<file path="src/rtl/bfly_pkg.sv">
package bfly_pkg;

  typedef enum logic [1:0] {
    SET_STRAIGHT = 2'd0,
    SET_EXCHANGE = 2'd1,
    SET_UP_BCAST = 2'd2,
    SET_LO_BCAST = 2'd3
  } elem_set_e;

  // Index of the upper line of element e in rank s (bit s of the line index is 0).
  function automatic int lo_line(input int e, input int s);
    return ((e >> s) << (s + 1)) | (e & ((1 << s) - 1));
  endfunction

endpackage

</file>
<file path="src/rtl/bfly_elem.sv">
module bfly_elem
  import bfly_pkg::*;
#(
  parameter int AW  = 3,
  parameter int DW  = 8,
  parameter int STG = 0,
  localparam int PW = DW + 2*AW + 2
) (
  input  logic [PW-1:0] up_i,
  input  logic [PW-1:0] dn_i,
  output logic [PW-1:0] up_o,
  output logic [PW-1:0] dn_o,
  output logic          dn_drop
);
  // packet layout: {vld, bc, src, dst, dat}
  localparam int VB = PW - 1;
  localparam int BB = PW - 2;
  localparam int SL = DW + AW;
  localparam int DL = DW;

  logic uv, ub, ux, lv, lb, lx;
  elem_set_e sel;
  logic [PW-1:0] dn_eff;

  assign uv = up_i[VB];
  assign ub = up_i[BB];
  assign ux = up_i[SL+STG] ^ up_i[DL+STG];
  assign lv = dn_i[VB];
  assign lb = dn_i[BB];
  assign lx = dn_i[SL+STG] ^ dn_i[DL+STG];

  // setting decision
  always_comb begin
    sel     = SET_STRAIGHT;
    dn_drop = 1'b0;
    if (uv && ub) begin
      sel     = SET_UP_BCAST;
      dn_drop = lv;
    end else if (lv && lb) begin
      if (uv) begin
        dn_drop = 1'b1;
        sel     = ux ? SET_EXCHANGE : SET_STRAIGHT;
      end else begin
        sel = SET_LO_BCAST;
      end
    end else if (uv) begin
      sel     = ux ? SET_EXCHANGE : SET_STRAIGHT;
      dn_drop = lv && (ux != lx);
    end else begin
      sel = lx ? SET_EXCHANGE : SET_STRAIGHT;
    end
  end

  // output steering
  always_comb begin
    dn_eff = dn_drop ? '0 : dn_i;
    unique case (sel)
      SET_STRAIGHT: begin up_o = up_i;   dn_o = dn_eff; end
      SET_EXCHANGE: begin up_o = dn_eff; dn_o = up_i;   end
      SET_UP_BCAST: begin up_o = up_i;   dn_o = up_i;   end
      default:      begin up_o = dn_i;   dn_o = dn_i;   end
    endcase
  end

endmodule

</file>
<file path="src/rtl/bfly_stage.sv">
module bfly_stage #(
  parameter int N   = 8,
  parameter int AW  = 3,
  parameter int DW  = 8,
  parameter int STG = 0,
  localparam int PW = DW + 2*AW + 2
) (
  input  logic            clk,
  input  logic            rst_n,
  input  logic [N*PW-1:0] d_i,
  output logic [N*PW-1:0] q_o,
  output logic [N-1:0]    drop_o
);
  logic [N*PW-1:0] nxt;
  logic [N-1:0]    vld_q;
  logic [PW-2:0]   pay_q [N];

  for (genvar e = 0; e < N/2; e++) begin : g_elem
    localparam int LO = bfly_pkg::lo_line(e, STG);
    localparam int HI = LO + (1 << STG);
    bfly_elem #(.AW(AW), .DW(DW), .STG(STG)) u_elem (
      .up_i    (d_i[LO*PW +: PW]),
      .dn_i    (d_i[HI*PW +: PW]),
      .up_o    (nxt[LO*PW +: PW]),
      .dn_o    (nxt[HI*PW +: PW]),
      .dn_drop (drop_o[HI])
    );
    assign drop_o[LO] = 1'b0;
  end

  always_ff @(posedge clk or negedge rst_n) begin
    if (!rst_n) begin
      vld_q <= '0;
    end else begin
      for (int j = 0; j < N; j++) vld_q[j] <= nxt[j*PW + PW - 1];
    end
  end

  always_ff @(posedge clk) begin
    for (int j = 0; j < N; j++) begin
      if (nxt[j*PW + PW - 1]) pay_q[j] <= nxt[j*PW +: PW-1];
    end
  end

  for (genvar j = 0; j < N; j++) begin : g_out
    assign q_o[j*PW +: PW] = {vld_q[j], pay_q[j]};
  end

endmodule

</file>
<file path="src/rtl/bfly_net.sv">
module bfly_net #(
  parameter int N  = 8,
  parameter int DW = 8,
  localparam int LG = $clog2(N),
  localparam int AW = LG,
  localparam int PW = DW + 2*AW + 2
) (
  input  logic            clk,
  input  logic            rst_n,
  input  logic [N-1:0]    in_vld,
  input  logic [N-1:0]    in_bc,
  input  logic [N*AW-1:0] in_dst,
  input  logic [N*DW-1:0] in_dat,
  output logic [N-1:0]    out_vld,
  output logic [N*AW-1:0] out_src,
  output logic [N*DW-1:0] out_dat,
  output logic [N-1:0]    blocked
);
  logic [N*PW-1:0] stg_d [LG+1];
  logic [N-1:0]    drop  [LG];

  for (genvar i = 0; i < N; i++) begin : g_inj
    localparam logic [AW-1:0] SRC = AW'(i);
    assign stg_d[0][i*PW +: PW] =
      {in_vld[i], in_bc[i], SRC, in_dst[i*AW +: AW], in_dat[i*DW +: DW]};
  end

  for (genvar s = 0; s < LG; s++) begin : g_rank
    bfly_stage #(.N(N), .AW(AW), .DW(DW), .STG(s)) u_stage (
      .clk    (clk),
      .rst_n  (rst_n),
      .d_i    (stg_d[s]),
      .q_o    (stg_d[s+1]),
      .drop_o (drop[s])
    );
  end

  always_comb begin
    blocked = '0;
    for (int s = 0; s < LG; s++) begin
      for (int j = 0; j < N; j++) begin
        if (drop[s][j]) blocked[stg_d[s][j*PW + DW + AW +: AW]] = 1'b1;
      end
    end
  end

  for (genvar j = 0; j < N; j++) begin : g_eject
    assign out_vld[j]          = stg_d[LG][j*PW + PW - 1];
    assign out_src[j*AW +: AW] = stg_d[LG][j*PW + DW + AW +: AW];
    assign out_dat[j*DW +: DW] = stg_d[LG][j*PW +: DW];
  end

endmodule


</file>
<file path="config.mk">
export PLATFORM = sky130hd
export DESIGN_NAME = bfly_net
export DESIGN_NICKNAME = d
export VERILOG_FILES = /design/src/rtl/bfly_pkg.sv /design/src/rtl/bfly_elem.sv /design/src/rtl/bfly_stage.sv /design/src/rtl/bfly_net.sv
export SDC_FILE = /design/constraint.sdc
export NUM_CORES = 1
export LEC_CHECK = 0
export BUFFER_PORTS_ARGS = -buffer_cell sky130_fd_sc_hd__buf_2
export CAP_MARGIN = 20
export CORE_ASPECT_RATIO = 1.75
export CORE_MARGIN = 2
export CORE_UTILIZATION = 62
export DETAILED_ROUTE_END_ITERATION = 7
export GPL_ROUTABILITY_DRIVEN = 0
export PLACE_DENSITY = 0.93
export SLEW_MARGIN = 25
export SYNTH_ARGS = -nofsm -noshare
export SYNTH_HDL_FRONTEND = slang
export SYNTH_SLANG_ARGS = --single-unit
</file>
<file path="constraint.sdc">
create_clock -name clk -period 4.9 [get_ports clk]
set_input_delay 0 -clock clk [delete_from_list [all_inputs] [get_ports clk]]
set_output_delay 0 -clock clk [all_outputs]
set_load 0.01 [all_outputs]
</file>
== Word level (Yosys, flattened, before mapping) ==
Memories as Yosys holds them, arrays and structs flattened.
Cells that the tools add are included.
Widths: inputs -> output; s select.
Cells by class
  equality and inequality tests: 36
  muxes and demuxes: 232
  reductions and logical operators: 80
  order comparisons: 16
  bitwise operators: 28
Operator list (count)
  $pmux 16 s2: 24
  $mux 16: 12
  $mux 1: 140
  $mux 2: 37
  $mux 8: 9
  $or 8x8->8: 8
  $reduce_or 2->1: 24
  $logic_and 1x1->1: 44
  $lt 3x4->1 const B: 8
  $demux 1 s3: 8
  $eq 2x1->1 const B: 12
  $eq 2x2->1 const B: 12
  $ge 3x1->1 const B: 8
  $logic_not 2->1: 12
  $xor 1x1->1: 16
  $ne 1x1->1: 12
  $mux 6: 1
  $mux 4: 1
  $not 1->1: 4
Word-level totals
  register bits: 24
  logic and storage cells: 398
  bits in writable memories: 360
  memories: 3
  input bits: 106
  output and inout bits: 104
Memory list
  g_rank[0].u_stage.pay_q: words 8, bits a word 15, rd ports 8, clocked after memory_dff 0, write ports 8, line bfly_stage.sv:16  | logic [PW-2:0] pay_q [N];
  g_rank[1].u_stage.pay_q: words 8, bits a word 15, rd ports 8, clocked after memory_dff 0, write ports 8, line bfly_stage.sv:16
  g_rank[2].u_stage.pay_q: words 8, bits a word 15, rd ports 8, clocked after memory_dff 0, write ports 8, line bfly_stage.sv:16

== Longest topological paths before layout ==
  depth in word-level cells: 26
  depth in mapped cells: 9
  mapped depth without buffers: 7

== Cells and area by module ==
From an unflattened synthesis, not the netlist that was laid out.
Second synthesis, totals
  cell total of the unflattened synthesis: 1819
  area, all modules: 20334.5 um2
Modules (own cells, without submodules)
  bfly_stage: cells an instance 133, instances 3, area an instance 3837.4 um2, seq. area each 3803.6 um2
  bfly_elem: cells an instance 102, instances 12, area an instance 615.6 um2, seq. area each 0.0 um2
  bfly_net: cells an instance 196, instances 1, area an instance 1435.1 um2, seq. area each 0.0 um2

== Least setup slack after synthesis ==
No wires, ideal clock.
  kind: register -> register
  from: memory g_rank[1].u_stage.pay_q[0][59] (netlist bit)
  to: memory g_rank[2].u_stage.pay_q[0][45] (netlist bit) (enable)
  setup time: 383 ps
  period minus slack after synthesis: 2495 ps
  buffers on the path: 2
  data required time: 4517 ps
  setup slack: 2405 ps
  stages on the path, launching flop included: 9
  data arrival time: 2111 ps
  path through: edfxtp_1 > clkbuf_1 > nand2b_1 > a22oi_1 > ha_1 > nor2_1 > a21oi_1 > buf_2 > o2bb2ai_1
RTL lines (line)
  from (decl): bfly_stage.sv:16
  to (decl): bfly_stage.sv:16

==> results.sh <==
export IMPL_ys_warn_count=0
export IMPL_wl_met1_mm=13.4
export IMPL_num_io_pins=210
export IMPL_top_layer="met4"
export IMPL_tightest_slew_ps=1170
export IMPL_finalMaxSlewViolations=0
export IMPL_synth_seq_area_share_pct=63.4
export IMPL_dieHeight_um=208
export IMPL_setup_violations=0
export IMPL_cts_tree="done"
export IMPL_drtAntennaViolNets=0
export IMPL_ir_worst_vdd_uv=404
export IMPL_hp_start="in_bc[0]"
export IMPL_synth_top_family_by_area="compound AO/OA/AOI/OAI gates"
export IMPL_synth_simple_gate_area_share_pct=6.14
export IMPL_cts_max_path_buffers=3
export IMPL_r2r_start="g_rank[1].u_stage.pay_q[0][29]$_DFFE_PP_"
export IMPL_hold_end="g_rank[0].u_stage.pay_q[0][29]$_DFFE_PP_"
export IMPL_synth_compound_area_share_pct=22.2
export IMPL_vias=11552
export IMPL_core_mm2=0.0233
export IMPL_drt_first_pass_iters=8
export IMPL_yosysMostFrequentCell="edfxtp_1"
export IMPL_drive_gt1_share_pct=20.2
export IMPL_grt_pass1_wl_mm=66.3
export IMPL_pwr_density_cell_mw_per_mm2=700
export IMPL_synth_commonest_cells="edfxtp_1, a22o_1, nand2_1"
export IMPL_ys_top_cells_by_area="edfxtp_1, a22o_1, dfrtp_1"
export IMPL_routed_wl_met3_mm=4.84
export IMPL_end_kind="register"
export IMPL_initial_utilization_pct=62.9
export IMPL_synthCells=1025
export IMPL_pre_cts_ws_ps=1790
export IMPL_crit_path_start="g_rank[1].u_stage.pay_q[0][29]$_DFFE_PP_"
export IMPL_synth_avg_cell_area_um2=14.3
export IMPL_synth_xor_area_share_pct=1.93
export IMPL_cts_root_buf="clkbuf_16"
export IMPL_cts_sinks=314
export IMPL_synth_cell_area_mm2=0.0147
export IMPL_grt_usage_pct=35.5
export IMPL_syn_to_final_growth_pct=22.8
export IMPL_die_area_mm2=0.0250
export IMPL_drc=0
export IMPL_final_setup_worst_slack_ps=1580
export IMPL_fin_hold_ws_ps=17.5
export IMPL_wl_met2_mm=21.9
export IMPL_hp_class="in -> reg"
export IMPL_drt_iter0_markers=1569
export IMPL_r2r_end="g_rank[2].u_stage.pay_q[1][18]$_DFFE_PP_"
export IMPL_status="finished clean"
export IMPL_synthesis_nets=1167
export IMPL_stdcell_area_mm2=0.0180
export IMPL_portBuffers=209
export IMPL_synth_adder_area_share_pct=3.07
export IMPL_whs_path_depth=2
export IMPL_synth_seq_cells=314
export IMPL_cts_buffers=26
export IMPL_grt_pass1_vias=11382
export IMPL_synth_main_ff_cell="edfxtp_1"
export IMPL_cts_resized=0
export IMPL_die_x_um=120
export IMPL_p_leak_nw=7.31
export IMPL_cp_max_fo=12
export IMPL_final_setup_tns_ps=0
export IMPL_num_rows=74
export IMPL_skew_ps=15.6
export IMPL_hold_violations=0
export IMPL_required_ps=5080
export IMPL_rsz0062_at_grt="false"
export IMPL_r2r_cells=6
export IMPL_path_clk_slew_ps=70
export IMPL_synth_top_area_cell="edfxtp_1"
export IMPL_post_drt_wl_per_cell_um=26.9
export IMPL_max_slew_margin_pct=20.8
export IMPL_synth_top_area_share_pct=59.3
export IMPL_grt_max_degree=25
export IMPL_muxShareOfSynthArea_pct=0.136
export IMPL_drt_total_wl_mm=44.6
export IMPL_dpl_hpwl_mm=28.8
export IMPL_synth_cell_types=53
export IMPL_period_needed_ps=3320
export IMPL_maxCapViolCount=0
export IMPL_synth_async_sr_flop_share_pct=7.64
export IMPL_htreeDepth=1
export IMPL_placed_cell_area_mm2=0.0158
export IMPL_clk_latency_ps=550
export IMPL_synth_edf_count=290
export IMPL_clock_fmax_ghz=0.301
export IMPL_fin_nets=1477
export IMPL_via_per_inst=6.97
export IMPL_grt_ovfl_total=0
export IMPL_cp_start_kind="register"
export IMPL_post_cts_setup_buffer_count=0
export IMPL_insertedDiodeCount=0
export IMPL_ff2ff_setup_slack_ps=1580
export IMPL_crit_type="reg -> reg"
export IMPL_antenna_found_initial=0
export IMPL_cp_arrival_ps=3500
export IMPL_post_route_period_util_pct=67.8
## how the worst max path moves through the flow
stage / end / slack [ps]
after floorplan: g_rank[2].u_stage.pay_q[0][45]$_DFFE_PP_ / 2410
after global placement: g_rank[1].u_stage.pay_q[1][34]$_DFFE_PP_ / 1960
after detailed placement: g_rank[2].u_stage.pay_q[0][47]$_DFFE_PP_ / 1790
after CTS: g_rank[1].u_stage.pay_q[1][30]$_DFFE_PP_ / 1770
after global routing: g_rank[2].u_stage.pay_q[1][21]$_DFFE_PP_ / 1420
final: g_rank[2].u_stage.pay_q[1][18]$_DFFE_PP_ / 1580
## critical path, cell delays in order (launching register included)
cell and delay, ps:
edfxtp_1 470, nand2b_1 220, a22oi_1 390, ha_1 370, nor2_1 120, a21oi_1 770, a22o_1 600
## placed cells by master (no fill, tap or decap), types with 4 or more instances in the layout
cell / count
a2111oi_0: 4
a211oi_1: 4
a21o_1: 14
a21oi_1: 19
a22o_1: 273
a22oi_1: 15
a32o_1: 4
and2_1: 18
buf_2: 209
clkbuf_1: 4
clkbuf_16: 27
clkinv_1: 4
clkinv_2: 6
dfrtp_1: 24
dlygate4sd3_1: 132
edfxtp_1: 290
ha_1: 36
inv_1: 38
nand2_1: 44
nand2b_1: 13
nand3_1: 7
nand3b_1: 7
nand4_1: 9
nor2_1: 36
nor2b_1: 19
nor3b_1: 4
o21ai_0: 13
o21bai_4: 4
o2bb2ai_2: 8
o311ai_0: 5
or2_2: 6
xnor2_1: 14
xnor3_1: 4
## where the power goes
| group | switching (W) | internal (W) | total (W) | leakage, nW |
|---|---|---|---|---|
| Clock | 0.000928 | 0.00118 | 0.00211 | 0.421 |
| Combinational | 0.00294 | 0.00203 | 0.00498 | 3.82 |
| Sequential | 0.000846 | 0.00470 | 0.00554 | 3.08 |
| Total | 0.00472 | 0.00791 | 0.0126 | 7.31 |
## state kept, by name, indices dropped and copies added (netlist names)
| signal | cells |
|---|---|
| g_rank.u_stage.vld_q | 24 |
| g_rank.u_stage.pay_q | 290 |
## metrics by stage
stage | total power, W | utilization (%) | instances
6_report | 0.0126 | 77.3 | 1658
5_1_grt | 0.0131 | 77.3 | 1658
4_1_cts | 0.0123 | 77.1 | 1658
3_5_place_dp | 0.0101 | 67.8 | 1479
3_3_place_gp | 0.00977 | 67.7 | 1479
2_1_floorplan | 0.00862 | - | 1025
## cell families (layout without fill, tap and decap cells)
family | count (synthesis) | count (layout)
muxes | 2 | 2
xor gates and xnor gates | 21 | 21
adders and majority gates | 36 | 36
buffers and inverters | 97 | 426
DFF | 314 | 314
AOI/OAI and AO/OA | 382 | 382
and+or+nand+nor | 173 | 173
## metal layers
metal  vias up  GRT usage [%]
met5         -              0
met1      5428           39.0
met4         0           26.7
met2      1069           59.2
met3       305           7.88
li1       4750              -
## layout make-up
cell class	instances	area, um^2
Sequential cell	314	9310
Fill cell	1211	5300
Multi-Input combinational cell	614	4980
Timing Repair Buffer	341	2370
Clock buffer	32	704
Tap cell	304	380
Clock inverter	15	151
Inverter	38	143
## repair_timing
action,in CTS,in global routing
setup endpoints to repair,0,0
endpoints found under the hold margin,112,0
hold buffers,132,0
(Power assumes the default switching activity.)
